`src/rtl/adcFmtPkg.sv`:
```
`timescale 1ns/1ps
package adcFmtPkg;
  localparam int RAW_W  = 10;
  localparam int BYTE_W = 8;
  localparam int DIV_W  = 3;
  localparam int CNT_W  = 4;   // log2 of the largest ratio
  localparam int PAD_W  = 2 * BYTE_W - RAW_W;
  localparam int EXTRA_W = RAW_W - BYTE_W;

  typedef enum logic [1:0] {
    MODE_TRUNC  = 2'b00,
    MODE_RIGHT  = 2'b01,
    MODE_LEFT   = 2'b10,
    MODE_SIGNED = 2'b11
  } fmtModeT;

  typedef struct packed {
    logic [DIV_W-1:0] divCode;
    logic             busSel;
    fmtModeT          mode;
    logic             restart;
  } cfgT;
endpackage

```
`src/rtl/adcCfgCtrl.sv`:
```
`timescale 1ns/1ps
module adcCfgCtrl
  import adcFmtPkg::*;
#(
  parameter int ADDR_W   = 2,
  parameter int CFG_ADDR = 0
) (
  input  logic              clk,
  input  logic              rstN,
  input  logic              wrEn,
  input  logic [ADDR_W-1:0] addr,
  input  logic [BYTE_W-1:0] wrData,
  output cfgT               cfg,
  output logic [BYTE_W-1:0] cfgByte
);
  logic [DIV_W-1:0] divQ;
  logic             busQ;
  fmtModeT          modeQ;
  logic             restartQ;
  logic             cfgWr;

  assign cfgWr = wrEn && (addr == ADDR_W'(CFG_ADDR));

  always_ff @(posedge clk) begin
    if (!rstN) begin
      divQ     <= '0;
      busQ     <= 1'b0;
      modeQ    <= MODE_RIGHT;
      restartQ <= 1'b0;
    end else begin
      restartQ <= cfgWr;
      if (cfgWr) begin
        divQ  <= wrData[7:5];
        busQ  <= wrData[4];
        modeQ <= fmtModeT'(wrData[3:2]);
      end
    end
  end

  assign cfg.divCode = divQ;
  assign cfg.busSel  = busQ;
  assign cfg.mode    = modeQ;
  assign cfg.restart = restartQ;
  assign cfgByte     = {divQ, busQ, modeQ, 2'b00};

  // without a write the stored byte holds
  a_r2_cfg_holds: assert property (@(posedge clk) disable iff (!rstN)
    !cfgWr |=> $stable(cfgByte));
  // reserved bits never read back as one
  a_r2_reserved_zero: assert property (@(posedge clk) disable iff (!rstN)
    cfgByte[1:0] == 2'b00);
endmodule

```
`src/rtl/adcClkFmt.sv`:
```
`timescale 1ns/1ps
module adcClkFmt
  import adcFmtPkg::*;
(
  input  logic              clk,
  input  logic              rstN,
  input  cfgT               cfg,
  input  logic              oscTick,
  input  logic [RAW_W-1:0]  rawResult,
  output logic              convEn,
  output logic [BYTE_W-1:0] resHi,
  output logic [BYTE_W-1:0] resLo
);
  // ---------------- prescaler ----------------
  logic [2:0]     divShift;
  logic [CNT_W:0] ratio;
  logic [CNT_W-1:0] limit;
  logic [CNT_W-1:0] cntQ;
  logic           srcTick;
  logic           atLimit;

  assign divShift = cfg.divCode[DIV_W-1] ? 3'(CNT_W) : {1'b0, cfg.divCode[1:0]};
  assign ratio    = (CNT_W+1)'(1) << divShift;
  assign limit    = CNT_W'(ratio - (CNT_W+1)'(1));
  assign srcTick  = cfg.busSel | oscTick;
  assign atLimit  = (cntQ == limit);
  assign convEn   = srcTick & atLimit & ~cfg.restart;

  always_ff @(posedge clk) begin
    if (!rstN) begin
      cntQ <= '0;
    end else if (cfg.restart) begin
      cntQ <= '0;
    end else if (srcTick) begin
      cntQ <= atLimit ? '0 : cntQ + CNT_W'(1);
    end
  end

  // ---------------- formatter ----------------
  always_comb begin
    resHi = '0;
    resLo = '0;
    unique case (cfg.mode)
      MODE_TRUNC: begin
        resLo = rawResult[RAW_W-1 -: BYTE_W];
      end
      MODE_RIGHT: begin
        resHi = {{PAD_W{1'b0}}, rawResult[RAW_W-1:BYTE_W]};
        resLo = rawResult[BYTE_W-1:0];
      end
      MODE_LEFT: begin
        resHi = rawResult[RAW_W-1 -: BYTE_W];
        resLo = {rawResult[EXTRA_W-1:0], {PAD_W{1'b0}}};
      end
      default: begin
        resHi = {~rawResult[RAW_W-1], rawResult[RAW_W-2 -: BYTE_W-1]};
        resLo = {rawResult[EXTRA_W-1:0], {PAD_W{1'b0}}};
      end
    endcase
  end

  // no pulse without a source tick
  a_r5_tick_only: assert property (@(posedge clk) disable iff (!rstN)
    (!cfg.busSel && !oscTick) |-> !convEn);
  // ratios above one never give back-to-back pulses
  a_r3_no_double: assert property (@(posedge clk) disable iff (!rstN)
    (convEn && cfg.divCode != 3'b000 && !cfg.restart) |=> !convEn);
  // the cycle after a restart cannot pulse when the ratio exceeds one
  a_r6_restart_quiet: assert property (@(posedge clk) disable iff (!rstN)
    (cfg.restart && cfg.divCode != 3'b000) |=> !convEn);
  // right-justified upper bits are zero
  a_r8_right_pad: assert property (@(posedge clk) disable iff (!rstN)
    (cfg.mode == MODE_RIGHT) |-> resHi[7:2] == 6'b0);
  // left-justified lower bits are zero
  a_r9_left_pad: assert property (@(posedge clk) disable iff (!rstN)
    (cfg.mode == MODE_LEFT) |-> resLo[5:0] == 6'b0);
  // signed mode flips the sign bit
  a_r10_sign_flip: assert property (@(posedge clk) disable iff (!rstN)
    (cfg.mode == MODE_SIGNED) |-> resHi[7] != rawResult[RAW_W-1]);
endmodule

```
`src/rtl/adcClkFmtTop.sv`:
```
`timescale 1ns/1ps
module adcClkFmtTop
  import adcFmtPkg::*;
(
  input  logic       clk,
  input  logic       rstN,
  input  logic       wrEn,
  input  logic [1:0] addr,
  input  logic [7:0] wrData,
  output logic [7:0] rdData,
  input  logic       oscTick,
  input  logic [9:0] rawResult,
  output logic       convEn,
  output logic [7:0] resHi,
  output logic [7:0] resLo
);
  cfgT        cfg;
  logic [7:0] cfgByte;

  adcCfgCtrl #(.ADDR_W(2), .CFG_ADDR(0)) u_ctrl (
    .clk(clk), .rstN(rstN), .wrEn(wrEn), .addr(addr), .wrData(wrData),
    .cfg(cfg), .cfgByte(cfgByte)
  );

  adcClkFmt u_dp (
    .clk(clk), .rstN(rstN), .cfg(cfg), .oscTick(oscTick),
    .rawResult(rawResult), .convEn(convEn), .resHi(resHi), .resLo(resLo)
  );

  always_comb begin
    unique case (addr)
      2'd0:    rdData = cfgByte;
      2'd1:    rdData = resHi;
      2'd2:    rdData = resLo;
      default: rdData = '0;
    endcase
  end

  // the unused address reads zero
  a_r11_hole_zero: assert property (@(posedge clk) disable iff (!rstN)
    (addr == 2'd3) |-> rdData == 8'h00);
  // the configuration read never shows reserved ones
  a_r2_read_reserved: assert property (@(posedge clk) disable iff (!rstN)
    (addr == 2'd0) |-> rdData[1:0] == 2'b00);
endmodule

```
`config.mk`:
```
export PLATFORM = sky130hd
export DESIGN_NAME = adcClkFmtTop
export DESIGN_NICKNAME = d
export VERILOG_FILES = /design/src/rtl/adcFmtPkg.sv /design/src/rtl/adcCfgCtrl.sv /design/src/rtl/adcClkFmt.sv /design/src/rtl/adcClkFmtTop.sv
export SDC_FILE = /design/constraint.sdc
export NUM_CORES = 1
export LEC_CHECK = 0
export BUFFER_PORTS_ARGS = -buffer_cell sky130_fd_sc_hd__buf_2
export CORE_UTILIZATION = 39
export CTS_BUF_LIST = sky130_fd_sc_hd__clkbuf_16
export CTS_CLUSTER_SIZE = 30
export DETAILED_ROUTE_END_ITERATION = 8
export GPL_ROUTABILITY_DRIVEN = 1
export GPL_TIMING_DRIVEN = 0
export PLACE_DENSITY = 0.84
export SETUP_SLACK_MARGIN = 0.02
export SLEW_MARGIN = 20
export SYNTH_ARGS = -nofsm -noshare
export SYNTH_HDL_FRONTEND = slang
export SYNTH_SLANG_ARGS = --single-unit
```
`constraint.sdc`:
```
create_clock -name clk -period 1.5 [get_ports clk]
set_clock_uncertainty 0.1 [all_clocks]
set_input_delay 0.3 -clock clk [delete_from_list [all_inputs] [get_ports clk]]
set_output_delay 0.3 -clock clk [all_outputs]
set_load 0.03 [all_outputs]
```
Yosys cells after proc, flatten, opt, wreduce, memory -nomap -nowiden
Cells that the tools add are included.
{"block": "word_totals", "input_bits": 24, "ff_bits": 11, "out_inout_bits": 25, "wordCells": 28}
{"block": "op_classes", "n_reduce_logical": 4, "shifts": 1, "add_sub_neg": 2, "n_bitwise": 6, "muxes": 5, "n_eq_ne": 5}
{"cell": "$pmux W8 S3", "count": 2}
{"cell": "$pmux W8 S2", "count": 1}
{"cell": "$add A4 B1 Y4 const B", "count": 1}
{"cell": "$eq A2 B1 Y1 const B", "count": 2}
{"cell": "$eq A2 B2 Y1 const B", "count": 2}
{"cell": "$eq A4 B4 Y1", "count": 1}
{"cell": "$logic_not A2 Y1", "count": 2}
{"cell": "$mux W4", "count": 1}
{"cell": "$shl A1 B3 Y4 const A", "count": 1}
{"cell": "$sub A4 B1 Y4 const B", "count": 1}
{"cell": "$mux W3", "count": 1}
{"cell": "$not A1 Y1", "count": 3}
{"cell": "$and A1 B1 Y1", "count": 2}
{"cell": "$reduce_or A2 Y1", "count": 1}
{"cell": "$logic_and A1 B1 Y1", "count": 1}
{"cell": "$or A1 B1 Y1", "count": 1}

Depth between registers and ports, before layout
{"block": "logic_depth", "word_depth": 6, "mapped_depth": 6, "ltp_nobuf": 4}

By module
Synthesis repeated with hierarchy kept, for this count alone.
{"block": "unflattened", "cells_unflattened": 120, "area_unflattened_um2": 1046.0}
{"module": "adcClkFmt", "area_per_inst_um2": 488.0, "instances": 1, "seq_area_each_um2": 80.1, "cells_each": 61}
{"module": "adcCfgCtrl", "area_per_inst_um2": 360.3, "instances": 1, "seq_area_each_um2": 140.1, "cells_each": 39}
{"module": "adcClkFmtTop", "area_per_inst_um2": 197.7, "instances": 1, "seq_area_each_um2": 0.0, "cells_each": 20}

Least setup slack after synthesis
No wires, ideal clock.
{"block": "synth_path", "path_type": "register to output", "from": "register u_ctrl.modeQ[0]", "to": "output port rdData[6]", "path_slack_ns": -1.035, "arrival_ns": 2.135, "t_required_ns": 1.100, "path_buffers": 1, "stages_incl_launch_ff": 6, "cell_sequence": "dfxtp_1 > buf_2 > mux2i_1 > o21ai_0 > mux2i_1 > o21ai_0"}
{"block": "synth_between", "elab_chain_len": 3, "elab_cells_between_ends": 6, "cone_classes": "eq/ne (2); mux (3); reduce/logical (1)"}
{"element": "from (decl)", "line_no": "adcCfgCtrl.sv:18", "source": "fmtModeT modeQ;"}
{"element": "from (signal assigned)", "line_no": "adcCfgCtrl.sv:35", "source": "modeQ <= fmtModeT'(wrData[3:2]);"}
{"element": "$eq A2 B1 Y1 / $logic_not A2 Y1 (equally long branches)", "line_no": "adcClkFmt.sv:43", "source": "unique case (cfg.mode)"}
{"element": "$pmux W8 S2 (*)", "line_no": "adcClkFmt.sv:43"}
{"element": "named net resLo[6]", "line_no": "adcClkFmtTop.sv:15", "source": "output logic [7:0] resLo"}
{"element": "$pmux W8 S3 (*)", "line_no": "adcClkFmtTop.sv:31", "source": "unique case (addr)"}
{"element": "to (decl)", "line_no": "adcClkFmtTop.sv:10", "source": "output logic [7:0] rdData,"}
The timed path passes the listed nets; every way through them passes the cells marked *.

Worst setup path in the final report
{"block": "layout_path", "from": "register u_ctrl.modeQ[0]", "to": "output port rdData[0]"}
{"block": "layout_between", "elab_chain_len": 3, "elab_cells_between_ends": 6, "cone_classes": "eq/ne (2); mux (3); reduce/logical (1)"}
{"element": "$eq A2 B2 Y1 (tied with other cells)", "line_no": "adcClkFmt.sv:43"}
{"element": "$pmux W8 S3 / $pmux W8 S2 (equally long branches)", "line_no": "adcClkFmt.sv:43"}
{"element": "$pmux W8 S3 (*)", "line_no": "adcClkFmtTop.sv:31"}
Every way passes the cells marked *; elsewhere a longest branch is shown, timed or not.

==> impl_metrics.py <==
metrics = {
    "clock_tree": {
        "clock-root-buffer": "clkbuf_16",
        "cts_buffers": 3,
        "clock_path_buffers": 2,
        "clock_sinks": 11,
        "hold_buffers": 0,
        "clk_pin_slew_ns": 0.04,
        "cts_tree": "built",
        "clk-insertion-delay-late_ns": 0.25,
        "htree_levels": 1,
    },
    "floorplan": {
        "rows": 17,
        "ios": 49,
        "die_y_um": 50.0,
        "dieArea_mm2": 0.00250,
        "start_util_pct": 40.9,
        "core_mm2": 0.00219,
        "die_w_um": 50.0,
    },
    "finish": {
        "antenna_cells": 0,
        "fill_cells": 60,
        "syn2layout_area_growth_pct": 132,
        "layout.nets": 216,
        "layout_commonest_cell": "buf_6",
        "final_cell_mix": "buf_6, buf_2, buf_4",
        "layout-drive-gt1-share_pct": 71.1,
    },
    "sta": {
        "slew-limit-headroom_pct": 70.1,
        "drv_slew": 0,
        "final.min_clock_period_ns": 2.15,
        "fin_ws_ns": -0.653,
        "finalSetupViolations": 29,
        "hold_viol_final": 0,
        "finalCritPeriodShare_pct": 144,
        "tightest_slew_ns": 0.446,
        "max_freq_mhz": 464,
        "holdWs_ns": 0.188,
        "grt_setup_unrepaired": "true",
    },
    "global_routing": {
        "antenna_found_initial": 0,
        "grtUsageTotal_pct": 40.4,
        "grt_pass1_wl_um": 7130,
        "grt_max_degree": 11,
        "first_global_vias": 1354,
        "gr-total-overflow": 0,
    },
    "power_and_ir_drop": {
        "p_clk_share_pct": 33.5,
        "p_comb_share_pct": 44.7,
        "fin_total_pwr_mw": 1.49,
        "max-vdd-ir-drop_v": 0.00128,
        "power_density_mw_per_mm2": 714,
        "power.leakage_nw": 0.925,
        "p_int_mw": 0.967,
        "switchingPower_mw": 0.519,
        "p_sw_share_pct": 34.9,
        "power_frac_seq_pct": 21.9,
    },
    "route": {
        "wire_per_inst_um": 26.6,
        "firstDrtPassIters": 4,
        "drt-total-wl_um": 5800,
        "drtIter0Drc": 62,
        "routed_via_density": 6.50,
        "detail-route-antenna-nets": 0,
        "vias": 1416,
        "drc": 0,
    },
    "critical_path": {
        "startpoint_type": "flop",
        "cp_num_buf_inv": 3,
        "critical_path_arrival_ns": 1.75,
        "path_delay_family": "buffers and inverters",
        "crit_top_cell": "buf_12",
        "worstPathRequired_ns": 1.10,
        "end_kind": "output port",
        "max_stage_delay_ns": 0.37,
        "crit_fanout": 5,
        "worst_path_max_delay_cell": "dfxtp_4",
        "crit_type": "reg2out",
        "path_cells": "buf_12 -> buf_12 -> mux2i_4 -> nor3_1 -> a31o_4 -> buf_6",
    },
    "placement": {
        "dpl.hpwl_um": 1960,
        "io_buffers": 45,
        "gp_congestion": 0.766,
    },
    "yosys": {
        "synth_edf_count": 0,
        "ys_seq_elements": 11,
        "synth_cell_types": 30,
        "ys_seq_area_share_pct": 24.5,
        "synth_ff_type": "dfxtp_1",
        "avgSynthCellArea_um2": 7.60,
        "ys_warn_count": 0,
        "synth_fp_nets": 143,
        "async_reset_ff_share_pct": 0,
        "synth_area_um2": 897,
        "synth_cells": 118,
    },
    "status": {
        "violations": "negative setup slack",
        "status": "finished, violations left",
    },
    "flow_run": {
        "drv_cap": 0,
    },
    "worst_hold_path": {
        "hp-class": "in2reg",
    },
}
==> registers in the layout (all words and copies together) (netlist names) <==
name and cells:
u_dp.cntQ 4, u_ctrl.modeQ 2, u_ctrl.busQ 1, u_ctrl.divQ 3, u_ctrl.restartQ 1
==> metal layers <==
layer	vias up	track usage, %	wire length [µm]
met5	-	0	0
met4	0	22.9	497
met3	53	13.9	764
met2	166	71.6	2630
met1	634	40.7	1900
li1	563	-	-
==> layout make-up <==
cell class                      instances  area [µm²]  share of cell area, %
Buffer                                  6        91.3                   4.39
Timing Repair Buffer                   70         663                   31.9
Tap cell                               28        35.0                   1.68
Sequential cell                        11         234                   11.2
Multi-Input combinational cell         96         966                   46.4
Clock inverter                          1        3.75                  0.180
Clock buffer                            3        75.1                   3.61
Inverter                                3        12.5                  0.601
==> synthesized netlist by cell type (2+ instances only) <==
cell type / number / area share [%]
mux2i_1: 16 / 18
dfxtp_1: 11 / 25
nor2_1: 10 / 4.2
nand2_1: 9 / 3.8
o21ai_0: 9 / 5.0
nor3_1: 8 / 4.5
a21oi_1: 7 / 3.9
and2_1: 7 / 4.9
nor2b_1: 7 / 4.9
buf_2: 5 / 2.8
xor2_1: 4 / 3.9
clkbuf_1: 3 / 1.3
a22o_1: 2 / 2.0
a31o_2: 2 / 2.0
inv_1: 2 / 0.84
nand3_1: 2 / 1.1
==> stage by stage <==
stage | TNS (ns) | std cells | cell area (µm²) | worst slack [ns] | util (%)
detailed placement | -4.76 | 191 | 1330 | -0.408 | 60.7
finish | -8.91 | 218 | 2080 | -0.653 | 95.0
CTS | -6.68 | 213 | 1940 | -0.485 | 88.4
floorplan | -1.37 | 118 | 1070 | -0.218 | -
global placement | -4.07 | 191 | 1330 | -0.325 | 60.7
global route | -9.31 | 218 | 2080 | -0.629 | 95.0
==> worst register-to-register path: cells and delay by family (launching register included) <==
| kind | cells | cell delay, ns |
|---|---|---|
| simple gates | 3 | 0.63 |
| flops | 1 | 0.37 |
| compound gates | 1 | 0.30 |
| buf+inv | 2 | 0.28 |
==> worst paths after layout <==
path	startpoint	slack [ns]	to	cells after the start
setup / recovery	u_ctrl.modeQ[0]	-0.65	rdData[0]	6
hold / removal	rstN	0.19	u_ctrl.modeQ[0]	2
setup reg to reg	u_dp.cntQ[0]	-0.24	u_dp.cntQ[3]	6
hold reg to reg	u_ctrl.divQ[2]	0.57	u_ctrl.divQ[2]	2
==> power by group through the flow <==
stage / logic, mW / clock network, mW / registers [mW]
detailed placement: 0.379 / 0 / 0.325
floorplan: 0.276 / 0 / 0.321
global placement: 0.370 / 0 / 0.324
CTS: 0.546 / 0.492 / 0.320
global route: 0.678 / 0.503 / 0.326
finish: 0.664 / 0.497 / 0.325
==> what timing repair did <==
item / CTS / global route
endpoints found under the setup margin: 29 / 29
pin swaps: 10 / 14
endpoints found under the hold margin: 0 / 0
setup buffers: 14 / 11
cloned: 4 / 0
gates resized for setup: 90 / 26
==> kinds of logic (layout without fill, tap and decap cells) <==
| kind of cell | Yosys count | in the layout | share of synthesized area, % |
|---|---|---|---|
| AO/OA/AOI/OAI | 24 | 24 | 16.3 |
| XOR/XNOR | 5 | 5 | 4.88 |
| adder cells (fa/ha/maj) | 1 | 1 | 1.39 |
| buffers and inverters | 11 | 83 | 5.30 |
| flip-flops | 11 | 11 | 24.5 |
| multiplexers | 16 | 16 | 17.9 |
| AND/OR/NAND/NOR | 50 | 50 | 29.7 |
Power figures use the tool's default switching activity.
